--- config.mk ---
export PLATFORM = sky130hd
export DESIGN_NAME = cplchk_rules
export DESIGN_NICKNAME = d
export VERILOG_FILES = /design/src/rtl/cplchk_pkg.sv /design/src/rtl/cplchk_rules.sv
export SDC_FILE = /design/constraint.sdc
export NUM_CORES = 1
export LEC_CHECK = 0
export BUFFER_PORTS_ARGS = -buffer_cell sky130_fd_sc_hd__buf_2
export CORE_MARGIN = 3
export CORE_UTILIZATION = 31
export DETAILED_ROUTE_END_ITERATION = 6
export GPL_TIMING_DRIVEN = 0
export PLACE_DENSITY = 0.91
export SLEW_MARGIN = 15
export SYNTH_ARGS = -nofsm -noshare
export SYNTH_HDL_FRONTEND = slang
export SYNTH_SLANG_ARGS = --single-unit
export TNS_END_PERCENT = 20
--- constraint.sdc ---
create_clock -name vclk -period 1.3
set_input_delay 0.195 -clock vclk [all_inputs]
set_output_delay 0.195 -clock vclk [all_outputs]
set_load 0.01 [all_outputs]
--- src/rtl/cplchk_pkg.sv ---
package cplchk_pkg;

  localparam int NUM_RULES = 16;
  localparam int ERR_W     = 6;

  localparam logic [2:0] RQ_MRD   = 3'd0;
  localparam logic [2:0] RQ_MWR   = 3'd1;
  localparam logic [2:0] RQ_IORD  = 3'd2;
  localparam logic [2:0] RQ_IOWR  = 3'd3;
  localparam logic [2:0] RQ_CFGRD = 3'd4;
  localparam logic [2:0] RQ_CFGWR = 3'd5;

  localparam logic [2:0] ST_OK  = 3'd0;
  localparam logic [2:0] ST_UR  = 3'd1;
  localparam logic [2:0] ST_CRS = 3'd2;
  localparam logic [2:0] ST_CA  = 3'd4;

  // Verdict values equal the error vector bit they raise.
  typedef enum logic [2:0] {
    VD_GOOD   = 3'd0,
    VD_RETRY  = 3'd1,
    VD_MALF   = 3'd2,
    VD_UNSOL  = 3'd3,
    VD_RDFAIL = 3'd4,
    VD_WRFAIL = 3'd5
  } verdict_e;

  // Rule index -> verdict, in priority order (index 0 wins).
  function automatic verdict_e rule_verdict(input int idx);
    verdict_e v;
    case (idx)
      0:                      v = VD_UNSOL;
      1, 2, 3, 4, 5, 6, 7, 8: v = VD_MALF;
      9:                      v = VD_RETRY;
      10, 12, 15:             v = VD_RDFAIL;
      11, 13, 14:             v = VD_WRFAIL;
      default:                v = VD_GOOD;
    endcase
    return v;
  endfunction

  // Rules whose hit releases the entry (alternate-mode failures).
  function automatic logic rule_frees(input int idx);
    return (idx == 10) || (idx == 11);
  endfunction

  function automatic logic kind_is_read(input logic [2:0] k);
    return (k == RQ_MRD) || (k == RQ_IORD) || (k == RQ_CFGRD);
  endfunction

  function automatic logic kind_is_write(input logic [2:0] k);
    return (k == RQ_MWR) || (k == RQ_IOWR) || (k == RQ_CFGWR);
  endfunction

  function automatic logic kind_is_cfg(input logic [2:0] k);
    return (k == RQ_CFGRD) || (k == RQ_CFGWR);
  endfunction

  function automatic logic kind_is_iocfg(input logic [2:0] k);
    return (k == RQ_IORD) || (k == RQ_IOWR) || kind_is_cfg(k);
  endfunction

endpackage

--- src/rtl/cplchk_rules.sv ---
module cplchk_rules
  import cplchk_pkg::*;
#(
  parameter int RID_W   = 16,
  parameter int TAG_W   = 8,
  parameter int TC_W    = 3,
  parameter int ATTR_W  = 2,
  parameter int LEN_W   = 10,
  parameter int BCNT_W  = 12,
  parameter int LADDR_W = 7,
  parameter int IO_BCNT = 4
) (
  input  logic [1:0]           cpl_type,
  input  logic [2:0]           cpl_status,
  input  logic [RID_W-1:0]     cpl_req_id,
  input  logic [TAG_W-1:0]     cpl_tag,
  input  logic [TC_W-1:0]      cpl_tc,
  input  logic [ATTR_W-1:0]    cpl_attr,
  input  logic [LEN_W-1:0]     cpl_len,
  input  logic [BCNT_W-1:0]    cpl_bcnt,
  input  logic [LADDR_W-1:0]   cpl_laddr,
  input  logic                 ent_valid,
  input  logic [2:0]           ent_kind,
  input  logic [RID_W-1:0]     ent_req_id,
  input  logic [TAG_W-1:0]     ent_tag,
  input  logic [LEN_W-1:0]     ent_len,
  input  logic [BCNT_W-1:0]    ent_bcnt,
  input  logic [LADDR_W-1:0]   ent_laddr,
  input  logic                 relax_crs,
  input  logic                 skip_bcnt,
  input  logic                 skip_laddr,
  output logic [NUM_RULES-1:0] hit
);

  localparam logic [BCNT_W-1:0] IO_BCNT_V = BCNT_W'(IO_BCNT);

  logic has_data, locked;
  logic k_rd, k_wr, k_cfg, k_iocfg, k_iocfg_wr, k_mrd;
  logic s_ok, s_crs, s_ca, s_ur_or_rsvd;
  logic bcnt_bad, laddr_bad;

  always_comb begin
    has_data     = cpl_type[0];
    locked       = cpl_type[1];
    k_rd         = kind_is_read(ent_kind);
    k_wr         = kind_is_write(ent_kind);
    k_cfg        = kind_is_cfg(ent_kind);
    k_iocfg      = kind_is_iocfg(ent_kind);
    k_iocfg_wr   = k_iocfg && k_wr;
    k_mrd        = (ent_kind == RQ_MRD);
    s_ok         = (cpl_status == ST_OK);
    s_crs        = (cpl_status == ST_CRS);
    s_ca         = (cpl_status == ST_CA);
    s_ur_or_rsvd = !s_ok && !s_crs && !s_ca;

    bcnt_bad  = (k_iocfg && (cpl_bcnt != IO_BCNT_V)) ||
                (k_mrd && (cpl_bcnt != ent_bcnt));
    laddr_bad = (k_iocfg && (cpl_laddr != '0)) ||
                (k_mrd && (cpl_laddr != ent_laddr));
  end

  always_comb begin
    hit     = '0;
    // identity
    hit[0]  = !ent_valid || (cpl_req_id != ent_req_id) ||
              (cpl_tag != ent_tag) || locked;
    // format and content
    hit[1]  = has_data && !s_ok && !s_crs;
    hit[2]  = !relax_crs && s_crs && !k_cfg;
    hit[3]  = has_data && k_wr;
    hit[4]  = !has_data && s_ok && k_rd;
    hit[5]  = (cpl_tc != '0) || (cpl_attr != '0);
    hit[6]  = has_data && (cpl_len != ent_len);
    hit[7]  = !skip_bcnt && bcnt_bad;
    hit[8]  = !skip_laddr && laddr_bad;
    // status outcomes
    hit[9]  = s_crs && k_cfg;
    hit[10] = relax_crs && !s_ok && k_rd;
    hit[11] = relax_crs && !s_ok && k_wr;
    hit[12] = s_ca && k_rd;
    hit[13] = s_ca && k_iocfg_wr;
    hit[14] = s_ur_or_rsvd && k_iocfg_wr;
    hit[15] = s_ur_or_rsvd && k_rd;
  end

endmodule

# Word-level counts from Yosys, hierarchy flattened
# Cells that the tools add are included.
[op_classes] mux=0 n_mul=0 n_lt_le_gt_ge=0 shift=0 div=0 bitwise=0 reduce_logical=52 addsub=0 n_eq_ne=13
[ops] cell="logical AND 1 bit" count=25
[ops] cell="inequality test 16 bit" count=1
[ops] cell="logical OR 1 bit" count=13
[ops] cell="inequality test 12 bit" count=1
[ops] cell="inequality test 12 x 3 -> 1 bit, second input constant" count=1
[ops] cell="inequality test 10 bit" count=1
[ops] cell="== test 3 x 2 -> 1 bit, second input constant" count=3
[ops] cell="== test 3 bit, second input constant" count=3
[ops] cell="logical NOT 1 bit" count=9
[ops] cell="inequality test 8 bit" count=1
[ops] cell="inequality test 7 bit" count=1
[ops] cell="nonzero test 7 bit" count=1
[ops] cell="logical NOT 3 bit" count=2
[ops] cell="== test 3 x 1 -> 1 bit, second input constant" count=1
[ops] cell="nonzero test 3 bit" count=1
[ops] cell="nonzero test 2 bit" count=1
[word_totals] ram_bits=0 in_bits=123 out_inout_bits=16 latchBits=0 reg_bits=0 romBits=0 n_memories=0

# Longest topological paths before layout
# Gate-level depths: netlist of the first run.
[logic_depth] word_depth=6 mapped_depth=4

# Worst setup path after synthesis of the first run
# No wires, ideal clock.
[synth_timing] kind="input-to-output" startpoint="input port ent_req_id[15]" endpoint="output port hit[0]" path_stages=4 required_time_ns=1.105 path_slack_ns=0.257 path_buffers=0 arrival_ns=0.848 path_cell_list="xnor2_1 -> nand4_1 -> nor4b_2 -> nand4_1"
[synth_between] elab_chain_len=4
[synth_lines] element="start: declaration" line="cplchk_rules.sv:24" source="input logic [RID_W-1:0] ent_req_id,"
[synth_lines] element="inequality test 16 bit" line="cplchk_rules.sv:65" source="hit[0] = !ent_valid || (cpl_req_id != ent_req_id) ||"
[synth_lines] element="logical OR 1 bit (2 in series)" line="cplchk_rules.sv:65"
[synth_lines] element="logical OR 1 bit" line="cplchk_rules.sv:66" source="(cpl_tag != ent_tag) || locked;"
[synth_lines] element="end: declaration" line="cplchk_rules.sv:32" source="output logic [NUM_RULES-1:0] hit"
# Every way passes these cells.

# Worst setup path in the final report of the first run
[layout_timing] startpoint="input port ent_req_id[2]" endpoint="output port hit[0]"
# The elaborated chain is that of the path after synthesis.

==> results.tsv, run 1 <==
stage	metric	value	unit
route	drt-vias-per-instance	5.036	
timing	fin_crit_sh	1.091	
power_and_ir_drop	power	0.5683	mW
die	pin_count	139	
finish	fillers	167	
timing	period_minus_slack	1.418	ns
finish	clkbuf_count	0	
route	route.detailed.drc	0	
yosys	synthCells	113	
route	drt_iter0_drc	57	
timing	finalSetupViolCount	2	
route	drtAntennaViolNets	0	
power_and_ir_drop	p_per_area	322.1	mW/mm2
die	row_count	17	
min_path	hp-class	in2out	
finish	final_core_util	0.7609	
timing	rsz0062_at_grt	true	
finish	ff_latch_area	0	um2
finish	final_cell_count_no_fill	280	
place	routabilityCongestion	0.8521	
timing	drv_slew	0	
die	die_h	56.55	um
timing	whs	0.6221	ns
worst_setup_path	cp.required	1.11	ns
worst_setup_path	worstPathArrival	1.22	ns
timing	max_freq	705.3	MHz
power_and_ir_drop	p_leak	0.9120	nW
timing	totalNegativeSetupSlack	-0.1610	ns
global_routing	grt_antenna_before_repair	0	
die	initial_core_util	0.3416	
worst_setup_path	path_max_fanout	1	
status	violations	negative setup slack	
clocking	post_cts_buffers	0	
place	place_ws	-0.02389	ns
status	status	finished with violations	
global_routing	grt_pass1_wl	5299	um
yosys	synth_area	792.0	um2
finish	diodes	0	
timing	relSlewSlack	0.8231	
finish	area_growth	122.7	%
timing	hold_violations	0	
worst_setup_path	end_kind	output pin	
yosys	synthTopCellsByArea	xnor2_1 (46%), xor2_1 (12%), nand4_1 (7.9%)	
run	cap_violations	0	
clocking	hold_buffers	0	
route	wirelength	4176	um
yosys	synth_cell_type_count	19	
yosys	syn_area_per_cell	7.009	um2
route	wl_per_cell	14.91	um
finish	numSequentialCells	0	
die	die-area	0.003197	mm2
die	die_width	56.55	um
finish	stdcell_area	0.001764	mm2
place	port_buffers	139	
finish	nets	377	
route	vias	1410	
place	dpl.cell_count	280	
place	placed_area	0.001523	mm2
global_routing	grtUsageTotal	0.1976	
yosys	synth_top_area_frac	0.4645	
global_routing	gr-total-overflow	0	
global_routing	grt_pass1_vias	1327	
route	dr.pass1.iters	4	
yosys	yosys_warnings	0	
yosys	synth_area_leader_cell	xnor2_1	
yosys	seq_area_frac_synth	0	
timing	setup_ws	-0.1179	ns
global_routing	grt_max_degree	6	
die	coreArea	0.002318	mm2
power_and_ir_drop	ir_worst_vdd	247.7	uV
worst_setup_path	start_kind	input port	
worst_setup_path	worstSetupPathType	in2out	
yosys	postSynthNetCount	236	
finish	drive_gt1_frac	0.6310	
place	dp_hpwl	3059	um
timing	worst_pin_slew	0.2630	ns
finish	layout_common_cells	buf_2 (123), xnor2_1 (25), xnor2_2 (17)	
finish	final_common_cell	buf_2	
[synthesized netlist by cell type, drive strengths merged]
library cell  number
a21oi              3
nor3               6
o41a               1
nand2              8
o21ai              4
and3               2
nor4               5
nor2              10
or3                1
nand3              3
o311ai             1
nand4             10
inv                1
and2b              1
nor2b              2
xor2              11
xnor2             42
nor4b              2
[final timing paths]
kind                       from     end  slack (ns)  cells after the start
setup / recovery  ent_req_id[2]  hit[0]       -0.12                      6
hold / removal       skip_laddr  hit[8]        0.62                      3
[power breakdown]
part | internal (mW) | switching [mW]
logic | 0.334 | 0.234
registers | 0 | 0
clock network | 0 | 0
total | 0.334 | 0.234
[critical path: stages]
cell and delay (ns):
buf_2 0.10, xnor2_1 0.22, nand4_1 0.16, nor3_1 0.25
nand4_1 0.12, buf_2 0.16
[cell families after synthesis]
kind of cell / after synthesis / share of synthesized area
XOR/XNOR: 53 / 0.5861
AND/OR/NAND/NOR: 50 / 0.3397
AO/OA/AOI/OAI: 9 / 0.06951
buffers and inverters: 1 / 0.004735
[routing by layer]
metal | track usage | wire length (um) | part of all wire
met1 | 0.1962 | 1176 | 0.28
met2 | 0.4043 | 2292 | 0.55
met5 | 0 | 0 | 0
met4 | 0.03390 | 189 | 0.045
met3 | 0.04828 | 518 | 0.12
[cell type report]
cell class / count / area, um2 / area share
multi-input cells: 112 / 929.6 / 0.5270
well taps: 28 / 35.03 / 0.01986
inverters: 1 / 3.754 / 0.002128
repair buffers: 139 / 795.8 / 0.4511
[repair_timing]
action | CTS | global route
setup endpoints to repair | 2 | 3
gates resized for setup | 10 | 29
pin swaps | 13 | 16
cloned | 0 | 0
(Power assumes the default switching activity.)
==> run 2: changes to the inputs <==
==> constraint.sdc (replaced) <==
create_clock -name vclk -period 1.3
set_input_delay 0.13 -clock vclk [all_inputs]
set_output_delay 0.13 -clock vclk [all_outputs]
set_load 0.01 [all_outputs]
==> results.tsv, run 2 (same netlist as run 1, synthesis figures left out) <==
stage	metric	value	unit	change
finish	clkbuf_count	0		unchanged
power_and_ir_drop	ir_worst_vdd	221.9	uV	-10%
place	port_buffers	139		unchanged
finish	drive_gt1_frac	0.5635		-0.06746
power_and_ir_drop	p_sw	0.1948	mW	-17%
die	die_width	56.55	um	unchanged
worst_setup_path	worstPathArrival	1.06	ns	-0.16 ns
power_and_ir_drop	swShare	0.4169		+0.004674
die	row_count	17		unchanged
worst_setup_path	crit_start	ent_req_id[10]		
global_routing	grt_pass1_wl	5085	um	-4.0%
place	placed_area	0.001523	mm2	unchanged
power_and_ir_drop	clkPwrFrac	0		unchanged
global_routing	gr-total-overflow	0		unchanged
timing	totalNegativeSetupSlack	0	ns	+0.1610 ns
die	pin_count	139		unchanged
power_and_ir_drop	p_int	0.2724	mW	-18%
min_path	min_from	skip_laddr		
timing	hold_violations	0		unchanged
finish	nets	377		unchanged
finish	ff_latch_area	0	um2	unchanged
worst_setup_path	path_max_fanout	1		unchanged
timing	fin_crit_sh	0.9133		-0.1775
die	initial_core_util	0.3416		unchanged
place	dp_hpwl	3059	um	unchanged
route	drt_iter0_drc	32		-44%
worst_setup_path	cp.required	1.17	ns	+0.06 ns
place	routabilityCongestion	0.8521		unchanged
route	dr.pass1.iters	2		-2
min_path	min_to	hit[8]		
worst_setup_path	critPathBufInv	2		unchanged
route	wirelength	3229	um	-23%
global_routing	grt_max_degree	6		unchanged
worst_setup_path	worstSetupPathType	in2out		
route	vias	1331		-5.6%
timing	worst_pin_slew	0.2698	ns	+0.006853 ns
global_routing	grt_pass1_vias	1300		-2.0%
route	route.detailed.drc	0		unchanged
finish	stdcell_area	0.001538	mm2	-13%
die	die_h	56.55	um	unchanged
place	dpl.cell_count	280		unchanged
power_and_ir_drop	power.share.combinational	1.000		about the same
die	coreArea	0.002318	mm2	unchanged
finish	final_cell_count_no_fill	280		unchanged
route	drtAntennaViolNets	0		unchanged
power_and_ir_drop	p_leak	0.7864	nW	-14%
worst_setup_path	cp_top_family	simple AND/OR/NAND/NOR gates		
worst_setup_path	start_kind	input port		
finish	area_growth	94.15	%	
clocking	post_cts_buffers	0		unchanged
global_routing	grtUsageTotal	0.1871		-0.01044
timing	whs	0.4918	ns	-0.1303 ns
run	cap_violations	0		unchanged
die	die-area	0.003197	mm2	unchanged
timing	max_freq	842.3	MHz	+19%
status	status	finished, final reports clean		
worst_setup_path	critPathSlowestCell	nor4b_2		
timing	drv_slew	0		unchanged
finish	layout_common_cells	buf_2 (139), xnor2_1 (41), xor2_1 (11)		
finish	final_core_util	0.6632		-0.09768
timing	rsz0062_at_grt	false		
timing	finalSetupViolCount	0		-2
finish	final_common_cell	buf_2		
route	wl_per_cell	11.53	um	-23%
power_and_ir_drop	seq_power_share	0		unchanged
finish	diodes	0		unchanged
worst_setup_path	end_kind	output pin		
worst_setup_path	cpPeakStageDelay	0.26	ns	about the same
clocking	hold_buffers	0		unchanged
route	drt-vias-per-instance	4.754		-5.6%
finish	numSequentialCells	0		unchanged
timing	period_minus_slack	1.187	ns	-0.2307 ns
power_and_ir_drop	p_per_area	303.8	mW/mm2	-5.7%
worst_setup_path	crit_chain	buf_2 -> xnor2_1 -> nand4_1 -> nor4b_2 -> nand4_1 -> buf_2		
timing	relSlewSlack	0.8176		-0.005487
min_path	hold_path_depth	3		unchanged
min_path	hp-class	in2out		
global_routing	grt_antenna_before_repair	0		unchanged
-- run 2: cell counts in the layout (fill, tap and decap cells not counted) --
No cell type changed its count.
-- run 2: metrics by stage --
stage / total power, mW / setup WS (ns)
after floorplan: 0.1981 / 0.3870
after global placement: 0.4484 / 0.1294
after detailed placement: 0.4640 / 0.1061
after CTS: 0.4658 / 0.1043
after global routing: 0.5156 / 0.005206
final: 0.4672 / 0.1128
-- run 2: what timing repair did --
action	in CTS	in global routing
setup endpoints to repair	0	1
gates resized for setup	0	2
endpoints found under the hold margin	0	0
-- run 2: final cells by class --
class                      count  area, um2
tap                           28      35.03
fill                         211      780.7
inverter                       1      3.754
multi-input combinational    112      803.3
timing repair buffer         139      695.7
-- run 2: worst max path at each step --
stage                   to  slack, ns  depth (start not counted)
detailed placement  hit[7]       0.11                          6
global placement    hit[7]       0.13                          6
floorplan           hit[0]       0.39                          4
finish              hit[0]       0.11                          6
CTS                 hit[7]       0.10                          6
global route        hit[0]      0.005                          6
-- run 2: power by group through the flow --
| stage | Clock (mW) | Sequential, mW | Combinational [mW] |
|---|---|---|---|
| after global placement | 0 | 0 | 0.448 |
| after CTS | 0 | 0 | 0.466 |
| after floorplan | 0 | 0 | 0.198 |
| after global routing | 0 | 0 | 0.516 |
| final | 0 | 0 | 0.467 |
| after detailed placement | 0 | 0 | 0.464 |
-- run 2: routing by layer --
| metal | vias up | global-route usage | part of all wire |
|---|---|---|---|
| met5 | - | 0 | 0 |
| met4 | 0 | 0.02373 | 0.012 |
| met3 | 4 | 0.02759 | 0.12 |
| met2 | 78 | 0.3861 | 0.55 |
| met1 | 571 | 0.1973 | 0.31 |
| li1 | 678 | - | - |
==> run 3: changes to the inputs <==
--- a/config.mk
+++ b/config.mk
@@ -5,12 +5,13 @@
 export SDC_FILE = /design/constraint.sdc
 export NUM_CORES = 1
 export LEC_CHECK = 0
+export ABC_AREA = 1
 export BUFFER_PORTS_ARGS = -buffer_cell sky130_fd_sc_hd__buf_2
 export CORE_MARGIN = 3
-export CORE_UTILIZATION = 31
+export CORE_UTILIZATION = 35
 export DETAILED_ROUTE_END_ITERATION = 6
 export GPL_TIMING_DRIVEN = 0
-export PLACE_DENSITY = 0.91
+export PLACE_DENSITY = 0.9
 export SLEW_MARGIN = 15
 export SYNTH_ARGS = -nofsm -noshare
 export SYNTH_HDL_FRONTEND = slang
==> results.tsv, run 3 <==
stage	metric	value	unit	change
yosys	synth_top_area_frac	0.2127		-0.2518
route	top_layer_used	met4		
yosys	synthCells	203		+80%
timing	setup_ws	0.2247	ns	+0.1119 ns
global_routing	grtUsageTotal	0.1919		+0.004815
timing	fin_crit_sh	0.8272		-0.08610
die	die_h	59.61	um	+5.4%
worst_setup_path	crit_start	ent_req_id[2]		
route	wl_per_cell	9.825	um	-15%
timing	drv_slew	0		unchanged
die	die-area	0.003553	mm2	+11%
route	met1Wirelength	1183	um	+16%
finish	drive_gt1_frac	0.4269		-0.1366
worst_setup_path	crit_chain	buf_2 -> inv_1 -> nand2_1 -> o21ai_1 -> nand3b_4 -> nor2_1 -> nand2_1 -> nor2_1 -> nand2_1 -> buf_2		
place	port_buffers	139		unchanged
die	initial_core_util	0.3851		+0.04345
yosys	postSynthNetCount	326		+38%
worst_setup_path	cp-endpoint	hit[0]		
worst_setup_path	crit_cells	10		+4
place	dp_hpwl	3471	um	+13%
worst_setup_path	critPathSlowestCell	nand3b_4		
yosys	synth_area	0.001006	mm2	+27%
finish	final_common_cell	buf_2		
global_routing	grt_antenna_before_repair	0		unchanged
worst_setup_path	worstSetupPathType	in2out		
yosys	syn_area_per_cell	4.955	um2	-29%
worst_setup_path	cpPeakStageDelay	0.14	ns	-0.12 ns
timing	hold_violations	0		unchanged
min_path	hp-class	in2out		
worst_setup_path	start_kind	input port		
finish	numSequentialCells	0		unchanged
die	row_count	18		+1
power_and_ir_drop	p_leak	1.086	nW	+38%
run	cap_violations	0		unchanged
clocking	post_cts_resized	0		unchanged
worst_setup_path	path_max_fanout	2		+1
worst_setup_path	cpMostUsedCell	nand2_1		
worst_setup_path	critPathBufInv	3		+1
timing	period_minus_slack	1.075	ns	-0.1119 ns
worst_setup_path	end_kind	output pin		
die	pin_count	139		unchanged
power_and_ir_drop	p_per_area	287.0	mW/mm2	-5.5%
route	drtAntennaViolNets	0		unchanged
route	wl_met3	509	um	+28%
yosys	synth_area_leader_cell	nand2_1		
yosys	synth_cell_type_count	23		+4
worst_setup_path	cp_top_family	simple AND/OR/NAND/NOR gates		
route	drt_iter0_drc	32		unchanged
global_routing	gr-total-overflow	0		unchanged
place	placed_area	0.001739	mm2	+14%
worst_setup_path	cp.required	1.17	ns	about the same
clocking	post_cts_buffers	0		unchanged
timing	relSlewSlack	0.7687		-0.04884
route	dr_wl_met2	1940	um	+9.4%
finish	multi_input_comb_area	855.8	um2	+6.5%
clocking	hold_buffers	0		unchanged
yosys	yosysMostFrequentCell	nand2_1		
finish	fillers	263		+25%
timing	rsz0062_at_grt	false		
timing	totalNegativeSetupSlack	0	ns	unchanged
power_and_ir_drop	ir_worst_vdd	222.5	uV	+0.28%
global_routing	grt_max_degree	5		-1
status	status	finished, final reports clean		
route	wirelength	3655	um	+13%
place	place_ws	0.2108	ns	+0.1047 ns
route	dr.pass1.iters	4		+2
finish	area_growth	72.89	%	
finish	stdcell_area	0.001739	mm2	+13%
finish	diodes	0		unchanged
route	vias	1692		+27%
place	routabilityCongestion	0.8117		-4.7%
yosys	seq_area_frac_synth	0		unchanged
timing	finalSetupViolCount	0		unchanged
global_routing	grt_pass1_wl	5630	um	+11%
finish	ff_latch_area	0	um2	unchanged
finish	layout_common_cells	buf_2 (139), nand2_1 (57), inv_1 (38)		
die	coreArea	0.002613	mm2	+13%
yosys	synthTopCellsByArea	nand2_1 (21%), xnor2_1 (19%), inv_1 (14%)		
timing	worst_pin_slew	0.3462	ns	+0.07634 ns
route	drt-vias-per-instance	4.548		-4.3%
global_routing	grt_pass1_vias	1569		+21%
finish	clkbuf_count	0		unchanged
finish	nets	467		+24%
route	route.detailed.drc	0		unchanged
yosys	synth_common_cells	nand2_1 (57), inv_1 (38), nor2_1 (30)		
yosys	yosys_warnings	0		unchanged
die	die_width	59.61	um	+5.4%
timing	max_freq	930.0	MHz	+10%
worst_setup_path	worstPathArrival	0.95	ns	-0.11 ns
==> run 3: cell families (layout without fill, tap and decap cells) <==
| family | count (synthesis) | in the layout | synth area share |
|---|---|---|---|
| compound gates | 26 | 26 | 0.1517 |
| buf+inv | 40 | 179 | 0.1493 |
| xor+xnor | 26 | 26 | 0.2264 |
| simple gates | 111 | 111 | 0.4727 |
==> run 3: how the worst min path moves through the flow <==
stage,startpoint,to,depth (start not counted)
2_1_floorplan,skip_bcnt,hit[7],1
3_3_place_gp,skip_laddr,hit[8],3
3_5_place_dp,skip_laddr,hit[8],3
4_1_cts,skip_bcnt,hit[7],3
5_1_grt,skip_bcnt,hit[7],3
6_report,skip_laddr,hit[8],3
==> run 3: area by class of cell <==
class | instances | area share
Multi-Input combinational cell | 163 | 0.4921
Timing Repair Buffer | 139 | 0.4000
Inverter | 40 | 0.08633
Tap cell | 30 | 0.02158
==> run 3: per-stage QoR <==
stage / utilization / hold slack, ns / instances / power, mW
4_1_cts: 0.6657 / 0.4923 / 372 / 0.5024
2_1_floorplan: - / 0.3041 / 203 / 0.2380
3_5_place_dp: 0.6657 / 0.4925 / 372 / 0.5002
5_1_grt: 0.6657 / 0.5086 / 372 / 0.5672
6_report: 0.6657 / 0.4926 / 372 / 0.4991
3_3_place_gp: 0.6657 / 0.4904 / 372 / 0.4876
==> run 3: metal layers <==
layer	up-vias	GRT usage
met5	-	0
met4	0	0.01266
met3	2	0.05447
met2	85	0.4119
met1	695	0.1802
li1	910	-
==> run 3: power by group <==
part           total [mW]  internal [mW]  switching [mW]  leakage, nW
registers               0              0               0            0
logic               0.499          0.270           0.229         1.09
clock network           0              0               0            0
